### config.mk
export PLATFORM = sky130hd
export DESIGN_NAME = list_dma_walker
export DESIGN_NICKNAME = d
export VERILOG_FILES = /design/src/rtl/list_dma_walker.sv
export SDC_FILE = /design/constraint.sdc
export NUM_CORES = 1
export LEC_CHECK = 0
export BUFFER_PORTS_ARGS = -buffer_cell sky130_fd_sc_hd__buf_2
export CAP_MARGIN = 20
export CORE_MARGIN = 8
export CORE_UTILIZATION = 35
export CTS_BUF_LIST = sky130_fd_sc_hd__clkbuf_8
export CTS_CLUSTER_DIAMETER = 150
export DETAILED_ROUTE_END_ITERATION = 12
export MAX_ROUTING_LAYER = met4
export RECOVER_POWER = 50
export SLEW_MARGIN = 10
export SYNTH_ARGS = -nofsm -noshare
export SYNTH_HDL_FRONTEND = slang
export SYNTH_SLANG_ARGS = --single-unit
### constraint.sdc
create_clock -name clk -period 3.2 [get_ports clk]
set_clock_uncertainty 0.1 [all_clocks]
set_input_delay 0.48 -clock clk [delete_from_list [all_inputs] [get_ports clk]]
set_output_delay 0.48 -clock clk [all_outputs]
set_load 0.01 [all_outputs]
### src/rtl/list_dma_walker.sv
module list_dma_walker #(
  parameter int AW = 24,
  parameter int CW = 8
) (
  input  logic          clk,
  input  logic          rst_n,
  input  logic          start_i,
  input  logic [AW-1:0] start_addr_i,
  input  logic          marker_all_ones_i,
  output logic          busy_o,
  output logic          mem_req_o,
  output logic [AW-1:0] mem_addr_o,
  input  logic [AW+CW-1:0] mem_rdata_i,
  output logic          dev_valid_o,
  output logic [AW+CW-1:0] dev_data_o,
  input  logic          dev_ready_i,
  output logic [AW-1:0] cur_addr_o,
  output logic          node_done_o,
  output logic          list_done_o
);
  localparam int DW = AW + CW;
  localparam logic [AW-1:0] ALIGN = ~AW'(3);
  localparam logic [AW-1:0] STEP  = AW'(4);

  typedef enum logic [1:0] {S_IDLE, S_HDR, S_DATA, S_LINK} st_t;

  st_t           st;
  logic [AW-1:0] addr, nxt;
  logic [CW-1:0] cnt;
  logic          all_ones;

  wire at_end   = all_ones ? (&nxt) : nxt[AW-1];
  wire [CW-1:0] hdr_cnt = mem_rdata_i[DW-1:AW];

  assign busy_o      = st != S_IDLE;
  assign mem_req_o   = (st == S_HDR) || (st == S_DATA && dev_ready_i);
  assign mem_addr_o  = addr;
  assign cur_addr_o  = addr;
  assign dev_valid_o = (st == S_DATA) && dev_ready_i;
  assign dev_data_o  = mem_rdata_i;
  assign node_done_o = st == S_LINK;
  assign list_done_o = (st == S_LINK) && at_end;

  always_ff @(posedge clk) begin
    if (!rst_n) begin
      st       <= S_IDLE;
      addr     <= '0;
      nxt      <= '0;
      cnt      <= '0;
      all_ones <= 1'b0;
    end else begin
      case (st)
        S_IDLE: if (start_i) begin
          addr     <= start_addr_i & ALIGN;
          all_ones <= marker_all_ones_i;
          st       <= S_HDR;
        end
        S_HDR: begin
          nxt  <= mem_rdata_i[AW-1:0];
          cnt  <= hdr_cnt;
          addr <= addr + STEP;
          st   <= (hdr_cnt == '0) ? S_LINK : S_DATA;
        end
        S_DATA: if (dev_ready_i) begin
          addr <= addr + STEP;
          cnt  <= cnt - 1'b1;
          if (cnt == CW'(1)) st <= S_LINK;
        end
        S_LINK: begin
          if (at_end) begin
            addr <= nxt;
            st   <= S_IDLE;
          end else begin
            addr <= nxt & ALIGN;
            st   <= S_HDR;
          end
        end
        default: st <= S_IDLE;
      endcase
    end
  end
endmodule

==> flow_metrics.tcl, run 1 <==
set metrics [dict create \
    synth_top_cell_area_share_pct 29.4 \
    crit_path_max_fanout 15 \
    cp-start-kind "flip-flop" \
    leakagePower_uw 0.00171 \
    routedWlPerCell_um 18.2 \
    grt_first_pass_wirelength_um 20900 \
    vias 4184 \
    period_share_pct 82.3 \
    clockBufferDepth 2 \
    min_period_ns 2.63 \
    antenna_found_initial 0 \
    synth_area_leaders "dfxtp_1 29%, buf_4 10%, mux2i_1 6.7%, nand2_1 4.3%, nor2_1 3.7%" \
    path_class "reg2reg" \
    min_to "nxt[10]" \
    arrival_ns 2.78 \
    grt_max_degree 35 \
    reg2reg_to "cur_addr_o[20]" \
    cts_sinks 59 \
    ys_seq_area_share_pct 29.4 \
    status "finished clean" \
    cts_resized 0 \
    ys_ff_latch 59 \
    gp_congestion 0.872 \
    setup_tns_ns 0 \
    die_h_um 123 \
    crit_required_ns 3.34 \
    finalSetupViolCount 0 \
    power_density_nw_per_um2 869 \
    core_area_um2 11300 \
    holdPathStages 3 \
    finalWorstSetupSlack_ns 0.565 \
    hold_viol 0 \
    synthCells 509 \
    maxSlewHeadroom_pct 54.6 \
    htreeDepth 3 \
    nNetsFinal 657 \
    placed_area_um2 4470 \
    drt_wl_total_um 13400 \
    cts_setup_buffers 0 \
    path_clk_slew_ns 0.07 \
    grt_use_total_pct 18.0 \
    synthesis.area_um2 4020 \
    rows 39 \
    reg2reg_depth 7 \
    fmax_mhz 380 \
    asyncSetResetFlopFracSynth_pct 0 \
    timing.hold.ws_ns 0.273 \
    start_util_pct 35.5 \
    clk_latency_ns 0.35 \
    drtIter0Drc 405 \
    synth_cell_type_count 68 \
    ant_nets 0 \
    die_x_um 123 \
    cts-root-buf "clkbuf_8" \
    pre_cts_slack_ns 0.629 \
    cp-end-kind "flip-flop" \
    hp-start "mem_rdata_i[10]" \
    max_cap_violations 0 \
    io_buffers 143 \
    reg2reg_slack_ns 0.57 \
    hold_path.class "in2reg" \
    vdd_drop_max_v 0.000263 \
    worstMarginPinSlew_ns 0.680 \
    design_area_um2 4560 \
    drt_first_pass_iters 5 \
    drv_slew 0 \
    dieArea_um2 15200 \
    drc 0 \
    area_delta_synth_final_pct 13.5 \
    synth_edf_count 0 \
    grt_remaining_overflow 0 \
    final_common_cell "buf_2" \
    via_per_inst 5.68 \
    ios 146 \
    yosysTopAreaCell "dfxtp_1" \
    grt_pass1_vias 4001 \
    synthesis.nets 578 \
    numCtsBuffers 9 \
    synth_warnings 0 \
    dp_hpwl_um 9950 \
    layout_common_cells "72 x buf_2, 71 x clkbuf_1, 59 x dfxtp_1" \
    hold_buffers 0 \
    r2r-start "st[0]" \
    synthFlopType "dfxtp_1" \
    cts_tree "yes" \
    drive_gt1_share_pct 18.4 \
    grt_setup_unrepaired "no" \
    postSynthAreaPerCell_um2 7.90 \
    num_antenna_cells 0 \
]
-- per-stage QoR --
stage,instances,power [µW],utilization (%)
finish,736,3970,40.3
global route,736,4260,40.3
CTS,736,4010,41.1
detailed placement,720,3340,39.4
global placement,720,3290,39.4
floorplan,509,2770,-
-- cell families after synthesis --
kind of cell | after synthesis | share of synthesized area (%)
buffers and inverters | 101 | 14.7
multiplexers | 28 | 7.00
AO/OA/AOI/OAI | 121 | 20.8
flip-flops | 59 | 29.4
XOR/XNOR | 3 | 0.654
adder cells (fa/ha/maj) | 8 | 2.49
AND/OR/NAND/NOR | 189 | 24.9
-- worst max-delay path, cell delays in order, from the launching register on --
cell,delay [ns]
dfxtp_1,0.34
inv_1,0.10
ha_1,0.36
nand2b_1,0.34
nand2_1,0.56
buf_4,0.29
a21oi_1,0.06
o41a_1,0.36
-- worst max path at each step --
stage               slack [ns]             end  depth (start not counted)  startpoint
finish                    0.57  cur_addr_o[20]                          7       st[0]
global route              0.39  cur_addr_o[20]                          7       st[0]
CTS                       0.61  cur_addr_o[12]                          6       st[0]
detailed placement        0.63  cur_addr_o[20]                          7       st[0]
global placement          0.70  cur_addr_o[20]                          7       st[0]
floorplan                 1.05       mem_req_o                          5       st[1]
-- layout make-up --
cell class / count / area (µm²)
Sequential cell: 59 / 1180
Fill cell: 1161 / 6760
Tap cell: 143 / 179
Clock inverter: 5 / 36.3
Timing Repair Buffer: 155 / 717
Inverter: 14 / 52.6
Multi-Input combinational cell: 349 / 2250
Clock buffer: 11 / 151
-- layer usage --
| layer | vias up | part of all wire, % | track usage, % |
|---|---|---|---|
| met2 | 207 | 44 | 26.2 |
| met5 | - | 0 | - |
| met1 | 1969 | 45 | 24.2 |
| met3 | 19 | 9.3 | 2.92 |
| li1 | 1989 | - | - |
| met4 | 0 | 1.4 | 7.00 |
-- state kept, by name (all words and copies together), names as in the netlist --
signal and cells:
all_ones 1, st 2, cnt 8, nxt 24, cur_addr_o 24
-- where the power goes --
| part | internal [µW] | switching, µW | total [µW] | leakage, µW |
|---|---|---|---|---|
| registers | 985 | 394 | 1380 | 0.000485 |
| clock network | 324 | 334 | 658 | 0.0000880 |
| logic | 764 | 1170 | 1930 | 0.00114 |
| total | 2070 | 1890 | 3970 | 0.00171 |
-- synthesized netlist by cell type (4+ instances only) --
cell,n
nand3b_1,4
nor2b_1,7
mux2i_1,27
o21a_1,6
nor3_1,8
or4_1,8
buf_4,56
a211oi_1,6
a31oi_1,12
nand4_1,15
nor2_1,40
o21ai_0,26
nand2b_1,7
dfxtp_1,59
buf_1,5
nor3b_1,4
or3_1,5
nand2_1,46
o211ai_1,8
nor4_1,9
a221oi_1,8
clkbuf_1,24
nand3_1,20
inv_1,13
a21oi_1,18
ha_1,8
Note: power is estimated with default switching activity, not from simulation.
==> run 2: changes to the inputs <==
clock period = 2.3 ns   (was 3.2 ns; I/O delays follow)
==> flow_metrics.tcl, run 2 (synthesis gave the netlist of run 1 again) <==
set metrics [dict create \
    status "finished clean" \
    vdd_drop_max_v 0.000421 \
    reg2reg_depth 4 \
    hold_viol 0 \
    clockBufferDepth 2 \
    nNetsFinal 683 \
    die_h_um 123 \
    cp-start-kind "flip-flop" \
    combPwrFrac_pct 52.0 \
    path_clk_slew_ns 0.08 \
    hold_path.class "in2reg" \
    p_sw_uw 2690 \
    placed_area_um2 4650 \
    switching_share_pct 46.2 \
    power_uw 5830 \
    grt_use_total_pct 18.3 \
    cts_sinks 59 \
    gp_congestion 0.896 \
    clk_latency_ns 0.35 \
    via_per_inst 5.55 \
    worstMarginPinSlew_ns 0.494 \
    cts-root-buf "clkbuf_8" \
    die_x_um 123 \
    p_int_uw 3130 \
    htreeDepth 3 \
    maxSlewHeadroom_pct 67.0 \
    ant_nets 0 \
    crit_path_max_fanout 4 \
    path_class "reg2out" \
    grt_remaining_overflow 0 \
    drv_slew 0 \
    setup_tns_ns 0 \
    drtIter0Drc 372 \
    grt_setup_unrepaired "no" \
    cp-end-kind "primary output" \
    seqCellArea_um2 1190 \
    grt_pass1_vias 4126 \
    fillerInstances 1209 \
    drt_wl_total_um 13900 \
    fmax_mhz 448 \
    leakagePower_uw 0.00187 \
    crit_required_ns 1.86 \
    cts_tree "yes" \
    io_buffers 143 \
    dp_hpwl_um 10600 \
    finalSetupViolCount 0 \
    num_antenna_cells 0 \
    period_share_pct 97.1 \
    core_area_um2 11300 \
    multi_input_area_um2 2250 \
    grt_first_pass_wirelength_um 21300 \
    max_cap_violations 0 \
    grt_max_degree 26 \
    vias 4230 \
    drt_first_pass_iters 5 \
    rows 39 \
    finalWorstSetupSlack_ns 0.0660 \
    start_util_pct 35.5 \
    routedWlPerCell_um 18.2 \
    layout_common_cells "82 x buf_2, 66 x clkbuf_1, 52 x dfxtp_1" \
    p_clk_share_pct 17.3 \
    pre_cts_slack_ns 0.152 \
    area_delta_synth_final_pct 19.0 \
    seqPwrFrac_pct 30.7 \
    holdPathStages 3 \
    drive_gt1_share_pct 24.1 \
    power_density_nw_per_um2 1220 \
    arrival_ns 1.79 \
    drc 0 \
    ios 146 \
    antenna_found_initial 0 \
    dieArea_um2 15200 \
    design_area_um2 4780 \
    final_common_cell "buf_2" \
    min_period_ns 2.23 \
    numCtsBuffers 9 \
]
[run 2: cell count changes in the layout (fill, tap and decap cells not counted), sizes merged]
cell      before  now
buf           84  115
clkbuf        82   76
clkinv         2    3
clkinvlp       3    2
bufinv         0    1
[run 2: metal layers]
metal / wire (µm) / share of wire (%) / GRT usage [%] / vias to the layer above
li1: - / - / - / 2033
met3: 1060 / 7.6 / 3.70 / 13
met2: 6210 / 45 / 27.7 / 178
met5: 0 / 0 / - / -
met1: 6410 / 46 / 23.6 / 2006
met4: 171 / 1.2 / 6.85 / 0
[run 2: power groups by stage]
stage	Combinational, µW	Clock (µW)	Sequential, µW
2_1_floorplan	2010	0	1840
3_3_place_gp	3050	0	1770
3_5_place_dp	3100	0	1790
4_1_cts	3120	1030	1770
5_1_grt	3340	1070	1850
6_report	3030	1010	1790
[run 2: stage by stage]
stage,hold slack (ns),instances,utilization (%)
after floorplan,0.350,509,-
after global placement,0.368,744,41.0
after detailed placement,0.372,744,41.0
after CTS,0.132,761,42.9
after global routing,0.148,762,42.2
final,0.142,762,42.2
[run 2: final timing paths]
kind	slack, ns	to	startpoint
setup / recovery	0.07	list_done_o	st[1]
setup reg to reg	0.13	cur_addr_o[21]	cur_addr_o[10]
hold / removal	0.14	nxt[14]	mem_rdata_i[14]
hold reg to reg	0.38	cnt[7]	cnt[7]
[run 2: timing repair]
item	CTS	global route
pin swaps	1	1
hold buffers	0	0
setup buffers	1	1
gates resized for setup	2	7
setup endpoints to repair	1	2
[run 2: layout make-up]
type / count / share of cell area, %
flip-flops and latches: 59 / 24.9
inverters: 14 / 1.10
multi-input cells: 349 / 47.1
clock buffers: 10 / 2.88
clock inverters: 6 / 1.33
repair buffers: 181 / 18.9
well taps: 143 / 3.74
[run 2: worst max-delay path, stage by stage, from the launching register on]
cell and delay [ns]:
dfxtp_2 0.36, ha_1 0.20, nand2_2 0.11, or3_1 0.37
o22a_1 0.22, inv_1 0.06, buf_2 0.12
==> run 3: changes to the inputs <==
CORE_UTILIZATION = 47   (was 35)
PLACE_DENSITY = 0.79   (was unset)
==> flow_metrics.tcl, run 3 (synthesis gave the netlist of run 1 again) <==
set metrics [dict create \
    clockBufferDepth 2 \
    ant_nets 0 \
    crit_required_ns 1.86 \
    maxSlewHeadroom_pct 57.9 \
    num_antenna_cells 0 \
    p_sw_uw 2680 \
    placed_area_um2 4550 \
    hold_path.class "in2reg" \
    routedWlPerCell_um 18.3 \
    hold_buffers 0 \
    arrival_ns 1.78 \
    area_delta_synth_final_pct 17.6 \
    htreeDepth 3 \
    max_cap_violations 0 \
    cp-end-kind "primary output" \
    r2r-start "cur_addr_o[3]" \
    timing.hold.ws_ns 0.153 \
    cp-start-kind "flip-flop" \
    drive_gt1_share_pct 23.9 \
    grt_remaining_overflow 0 \
    finalWorstSetupSlack_ns 0.0733 \
    grt_use_total_pct 21.9 \
    via_per_inst 6.06 \
    hp-start "mem_rdata_i[14]" \
    drt_wl_total_um 13100 \
    min_period_ns 2.23 \
    cts-root-buf "clkbuf_8" \
    seqPwrFrac_pct 30.8 \
    vias 4365 \
    hold_viol 0 \
    drc 0 \
    drtIter0Drc 313 \
    cts_tree "yes" \
    switching_share_pct 45.8 \
    startpoint "nxt[4]" \
    power_density_nw_per_um2 1240 \
    core_area_um2 8260 \
    fillerInstances 773 \
    rows 33 \
    reg2reg_slack_ns 0.13 \
    dp_cells 700 \
    grt_max_degree 26 \
    ios 146 \
    path_class "reg2out" \
    drv_slew 0 \
    design_area_um2 4730 \
    pre_cts_slack_ns 0.162 \
    status "finished clean" \
    p_int_uw 3170 \
    nNetsFinal 679 \
    vdd_drop_max_v 0.000524 \
    antenna_found_initial 0 \
    dieArea_um2 11800 \
    final_cells 720 \
    layout_common_cells "80 x buf_2, 69 x clkbuf_1, 46 x nand2_1, 46 x dfxtp_1, 40 x nor2_1" \
    p_clk_share_pct 18.8 \
    gp_congestion 0.917 \
    cts_sinks 59 \
    grt_pass1_vias 4124 \
    worstMarginPinSlew_ns 0.631 \
    dp_hpwl_um 9820 \
    clk_latency_ns 0.35 \
    combPwrFrac_pct 50.4 \
    grt_first_pass_wirelength_um 20200 \
    multi_input_area_um2 2250 \
    fmax_mhz 449 \
    numCtsBuffers 9 \
    start_util_pct 48.7 \
    period_share_pct 96.8 \
    crit_path_max_fanout 3 \
    drt_first_pass_iters 5 \
    die_x_um 108 \
    io_buffers 143 \
    seqCellArea_um2 1200 \
    final_common_cell "buf_2" \
    die_h_um 108 \
    finalSetupViolCount 0 \
    path_clk_slew_ns 0.07 \
    leakagePower_uw 0.00186 \
]
-- run 3: power by group through the flow --
stage / logic, µW / registers (µW) / clock network [µW]
3_3_place_gp: 2910 / 1760 / 0
3_5_place_dp: 2980 / 1790 / 0
6_report: 2950 / 1800 / 1100
5_1_grt: 3200 / 1850 / 1140
4_1_cts: 3000 / 1770 / 1110
2_1_floorplan: 2010 / 1840 / 0
-- run 3: through the flow --
stage / power (µW) / setup TNS [ns] / utilization (%)
finish: 5840 / 0 / 57.2
CTS: 5870 / 0 / 57.8
floorplan: 3850 / 0 / -
detailed placement: 4770 / 0 / 55.1
global placement: 4670 / 0 / 55.1
global route: 6200 / -0.0112 / 57.2
-- run 3: layout make-up --
| cell class | instances | area share [%] |
|---|---|---|
| Sequential cell | 59 | 25.3 |
| Clock buffer | 9 | 2.62 |
| Clock inverter | 7 | 2.12 |
| Tap cell | 105 | 2.78 |
| Inverter | 14 | 1.11 |
| Timing Repair Buffer | 177 | 18.4 |
| Multi-Input combinational cell | 349 | 47.6 |
-- run 3: worst paths after layout --
path,end,depth (start not counted)
worst max-delay path,list_done_o,5
worst min-delay path,nxt[14],3
worst max register to register,cur_addr_o[23],5
worst min register to register,cnt[7],2
-- run 3: worst max-delay path, stage by stage (launching register included) --
cell and delay (ns):
dfxtp_2 0.35, nand4_1 0.11, or4_4 0.55, o22a_1 0.24
inv_1 0.06, buf_2 0.12
-- run 3: layer usage --
layer | GRT usage (%) | share of wire [%]
met5 | - | 0
met4 | 10.6 | 2.9
met3 | 2.97 | 9.0
met2 | 32.4 | 45
met1 | 28.7 | 43
-- run 3: repair_timing --
action                     4_1_cts  5_1_grt
gates resized for setup          0       14
setup endpoints to repair        1        4
pin swaps                        1        2
cloned                           0        0
setup buffers                    0        4
